**src/rtl/pred_field_decoder.sv**
```systemverilog
module pred_field_decoder #(
  parameter int DATA_W   = 32,
  parameter bit ALLOW_A0 = 1'b1
) (
  input  logic              clk,
  input  logic              rst_n,
  input  logic              in_valid,
  input  logic [31:0]       instr,
  input  logic [DATA_W-1:0] cond_a0,
  input  logic [DATA_W-1:0] cond_a1,
  input  logic [DATA_W-1:0] cond_a2,
  input  logic [DATA_W-1:0] cond_b0,
  input  logic [DATA_W-1:0] cond_b1,
  input  logic [DATA_W-1:0] cond_b2,
  output logic              out_valid,
  output logic [4:0]        dst_idx,
  output logic [4:0]        src2_idx,
  output logic [4:0]        src1_idx,
  output logic [5:0]        opcode,
  output logic              side_b,
  output logic              par_next,
  output logic              exec_en,
  output logic              illegal_cond,
  output logic              add_sint
);

  localparam logic [5:0] OP_ADD_SINT = 6'b010000;
  localparam logic [4:0] FMT_DUNIT   = 5'b10000;

  logic [2:0]        creg;
  logic              inv;
  logic [DATA_W-1:0] sel_val;
  logic              code_ok;
  logic              pass;

  assign creg = instr[31:29];
  assign inv  = instr[28];

  always_comb begin
    sel_val = '0;
    code_ok = 1'b1;
    case (creg)
      3'b000: code_ok = ~inv;
      3'b001: sel_val = cond_b0;
      3'b010: sel_val = cond_b1;
      3'b011: sel_val = cond_b2;
      3'b100: sel_val = cond_a1;
      3'b101: sel_val = cond_a2;
      3'b110: begin
        sel_val = cond_a0;
        code_ok = ALLOW_A0;
      end
      default: code_ok = 1'b0;
    endcase
  end

  assign pass = (creg == 3'b000) ? 1'b1 : ((|sel_val) ^ inv);

  always_ff @(posedge clk or negedge rst_n) begin
    if (!rst_n) begin
      out_valid    <= 1'b0;
      dst_idx      <= '0;
      src2_idx     <= '0;
      src1_idx     <= '0;
      opcode       <= '0;
      side_b       <= 1'b0;
      par_next     <= 1'b0;
      exec_en      <= 1'b0;
      illegal_cond <= 1'b0;
      add_sint     <= 1'b0;
    end else begin
      out_valid <= in_valid;
      if (in_valid) begin
        dst_idx      <= instr[27:23];
        src2_idx     <= instr[22:18];
        src1_idx     <= instr[17:13];
        opcode       <= instr[12:7];
        side_b       <= instr[1];
        par_next     <= instr[0];
        exec_en      <= code_ok & pass;
        illegal_cond <= ~code_ok;
        add_sint     <= (instr[12:7] == OP_ADD_SINT) && (instr[6:2] == FMT_DUNIT);
      end
    end
  end

  a_r1_dst_field: assert property (@(posedge clk) disable iff (!rst_n)
    in_valid |=> (dst_idx == $past(instr[27:23]) && src1_idx == $past(instr[17:13])));

  a_r2_valid_follows: assert property (@(posedge clk) disable iff (!rst_n)
    in_valid |=> out_valid);

  a_r2_hold_idle: assert property (@(posedge clk) disable iff (!rst_n)
    !in_valid |=> (!out_valid && $stable(dst_idx) && $stable(exec_en)));

  a_r4_unconditional: assert property (@(posedge clk) disable iff (!rst_n)
    (in_valid && instr[31:28] == 4'b0000) |=> (exec_en && !illegal_cond));

  a_r8_illegal_blocks: assert property (@(posedge clk) disable iff (!rst_n)
    illegal_cond |-> !exec_en);

  a_r8_code7_reserved: assert property (@(posedge clk) disable iff (!rst_n)
    (in_valid && instr[31:29] == 3'b111) |=> illegal_cond);

  a_r9_add_opcode: assert property (@(posedge clk) disable iff (!rst_n)
    add_sint |-> (opcode == OP_ADD_SINT));

endmodule

```
**config.mk**
```make
export PLATFORM = sky130hd
export DESIGN_NAME = pred_field_decoder
export DESIGN_NICKNAME = d
export VERILOG_FILES = /design/src/rtl/pred_field_decoder.sv
export SDC_FILE = /design/constraint.sdc
export NUM_CORES = 1
export LEC_CHECK = 0
export BUFFER_PORTS_ARGS = -buffer_cell sky130_fd_sc_hd__clkbuf_2
export CORE_AREA = 2 2 98 100
export CTS_CLUSTER_DIAMETER = 80
export DETAILED_ROUTE_END_ITERATION = 7
export DIE_AREA = 0 0 100 102
export PLACE_DENSITY = 0.57
export SETUP_SLACK_MARGIN = 0.4
export SYNTH_ARGS = -nofsm -noshare
export SYNTH_HDL_FRONTEND = slang
export SYNTH_SLANG_ARGS = --single-unit
```
**constraint.sdc**
```tcl
create_clock -name clk -period 2.6 [get_ports clk]
set_clock_uncertainty 0.2 [all_clocks]
set_input_delay 0.52 -clock clk [delete_from_list [all_inputs] [get_ports clk]]
set_output_delay 0.52 -clock clk [all_outputs]
set_load 0.005 [all_outputs]
```
==> flow_summary_export.csv <==
group,metric,value,unit
route,firstDrtPassIters,4,
cells_and_area,layout_commonest_cell,"clkbuf_2",
clock_tree,cts_buffers,3,
pwr,power_density,339,nW/um^2
logic_synthesis,yosysSeqAreaShare,0.401,
logic_synthesis,syn_inst,170,
route,wl_per_cell,14.5,microns
route,drtIter0Drc,54,
floorplanning,ios,254,
setup_path,r2r_end,"exec_en",
cells_and_area,num-fill-cells,960,
cells_and_area,n_antenna_cell,0,
setup_path,reg2reg_depth,3,
pwr,leakagePower,1.63,nW
placed_design,port_buffers,253,
cells_and_area,syn2layout_area_growth,86.2,%
global_route,grt_max_degree,32,
route,routed_wl,7.72,mm
cells_and_area,final_cell_mix,"clkbuf_2 (253), nor4_1 (29), dfrtp_1 (27)",
logic_synthesis,ys.flop_type,"dfrtp_1",
timing,fmax,0.474,GHz
floorplanning,coreArea,9110,sq um
timing,whs,80.9,ps
global_route,gr-total-overflow,0,
pwr,p_comb_frac,0.324,
global_route,grt_pass1_vias,2321,
pwr,switchingPower,0.285,mW
global_route,antenna_found_initial,0,
setup_path,reg2reg_slack,1500,ps
setup_path,cp_slowest_cell,"or4_1",
cells_and_area,drive_gt1_frac,0.682,
route,postRouteAntennaNets,0,
clock_tree,htree_levels,1,
route,met3_length,722,microns
logic_synthesis,syn_area_per_cell,9.91,sq um
clock_tree,clkLatencyLatePin,270,ps
route,routed-wl-met2,3.88,mm
floorplanning,die_x,100,microns
route,vias,2405,
route,vias_per_cell,4.51,
clock_tree,cts_tree,"yes",
route,drc,0,
setup_path,path_buf_inv,1,
clock_tree,ctsResizeCount,1,
cells_and_area,fin_nets,650,
clock_tree,postCtsSetupRepairBufs,0,
logic_synthesis,yosysUniqueCellTypes,34,
timing,hold_viol,0,
logic_synthesis,synth_fa_ha_area_frac,0,
setup_path,path_class,"in2reg",
setup_path,arrival,2110,ps
logic_synthesis,yosysWarnings,0,
setup_path,critical_path.cell_chain,"clkbuf_2 > or4_1 > o41ai_1 > o211ai_1 > nor4_4 > mux2i_1",
clock_tree,cts.clk_slew.worst_paths,100,ps
pwr,sw_frac_of_total,0.269,
pwr,seq_power_share,0.450,
min_path,hold_path_class,"in2async",
logic_synthesis,syn_nets,397,
setup_path,cpPeakStageDelay,530,ps
floorplanning,num_rows,35,
timing,fin_crit_sh,0.812,
setup_path,cp.required,2600,ps
route,top_layer,"met4",
setup_path,crit_path_start_kind,"input pin",
floorplanning,initial_core_util,0.185,
clock_tree,cts_buffer_depth,2,
timing,finalSetupTns,0,ps
clock_tree,cts_sinks,27,
logic_synthesis,synth-simple-area-share,0.295,
logic_synthesis,postSynth.asyncResetShare,1.00,
outcome,status,"completed",
logic_synthesis,synth_edf_count,0,
global_route,gr-usage-all-layers,0.138,
floorplanning,dieArea,10200,sq um
setup_path,endpoint_kind,"register",
setup_path,crit_path_start,"instr[30]",
route,wl_met1,3.02,mm
job,maxCapViolCount,0,
timing,rsz0062_at_grt,"true",
placed_design,dp_hpwl,6.79,mm
logic_synthesis,synth-compound-area-share,0.120,
timing,setup_violations,0,
logic_synthesis,syn_area,1680,sq um
clock_tree,clockRootBuffer,"clkbuf_8",
timing,slew_headroom,0.514,
pwr,p_int,0.776,mW
setup_path,crit_family,"simple AND/OR/NAND/NOR gates",
floorplanning,die_h,102,microns
setup_path,path_max_fanout,6,
placed_design,routabilityCongestion,0.878,
setup_path,worstReg2RegStart,"exec_en",
timing,min_period,2110,ps
clock_tree,ctsHoldBuffers,0,
pwr,ir_drop,223,uV
logic_synthesis,synthXorXnorAreaFrac,0,
logic_synthesis,synth-seq-cells,27,
logic_synthesis,synthMuxAreaShare,0.160,
timing,final_max_slew_viol_count,0,
global_route,grt_pass1_wl,11.2,mm
pwr,p_clk_frac,0.225,
timing,worst_pin_slew,729,ps
logic_synthesis,synth_top_family_by_area,"simple AND/OR/NAND/NOR gates",
[worst register-to-register path, cell delays in order, from the launching register on]
cell and delay (ps):
dfrtp_1 390, nor2b_1 140, a31oi_1 170, mux2i_1 100
[cell usage after synthesis (2+ instances only)]
cell type,instances,area [sq um]
nor4_1,30,188
dfrtp_1,27,676
mux2_2,23,259
nor2_1,13,48.8
nor3_1,8,40.0
nand3_1,7,35.0
a21oi_1,5,25.0
a31oi_1,5,31.3
clkbuf_1,5,18.8
o21ai_0,5,25.0
inv_1,3,11.3
nand2_1,3,11.3
nand3b_1,3,22.5
nand4_1,3,18.8
nor4b_1,3,26.3
or4_1,3,22.5
buf_2,2,10.0
nand2b_1,2,12.5
nor2b_1,2,12.5
nor4_2,2,25.0
o211ai_1,2,15.0
o41ai_1,2,17.5
[power by group through the flow]
stage | combinational (mW) | sequential, mW | clock (mW)
6_report | 0.344 | 0.478 | 0.239
5_1_grt | 0.380 | 0.485 | 0.273
4_1_cts | 0.347 | 0.479 | 0.254
3_5_place_dp | 0.345 | 0.487 | 0
3_3_place_gp | 0.339 | 0.487 | 0
2_1_floorplan | 0.0967 | 0.490 | 0
[layer usage]
metal | vias to the layer above | track usage
met3 | 6 | 0.0308
met1 | 1071 | 0.163
met4 | 0 | 0.0232
met5 | - | 0
li1 | 1190 | -
met2 | 138 | 0.259
[state kept, by name, summed over array words and instances, names as in the netlist]
name,cells
opcode,6
dst_idx,5
src1_idx,5
src2_idx,5
add_sint,1
exec_en,1
illegal_cond,1
out_valid,1
par_next,1
side_b,1
[logic make-up after synthesis]
kind of cell,after synthesis
AO/OA/AOI/OAI,27
flip-flops,27
multiplexers,24
buffers and inverters,10
AND/OR/NAND/NOR,82
[how the worst max path moves through the flow]
stage / end / depth (start not counted)
floorplan: exec_en / 6
global placement: exec_en / 7
detailed placement: exec_en / 7
CTS: exec_en / 7
global route: exec_en / 7
finish: exec_en / 6
[cell type report]
type / count / area (sq um) / area share
multi-input cells: 133 / 983 / 0.314
inverters: 3 / 11.3 / 0.00359
well taps: 111 / 139 / 0.0443
repair buffers: 255 / 1280 / 0.409
clock buffers: 4 / 45.0 / 0.0144
flip-flops and latches: 27 / 676 / 0.215
[through the flow]
stage                     power (mW)   util  setup WS (ps)  std cells  cell area [sq um]
after floorplan                0.587      -            403        170               1680
after global placement         0.825  0.338            143        529               3080
after detailed placement       0.832  0.338            130        529               3080
after CTS                       1.08  0.343            468        533               3130
after global routing            1.14  0.344            374        533               3140
final                           1.06  0.344            490        533               3140
Power figures use the tool's default switching activity.
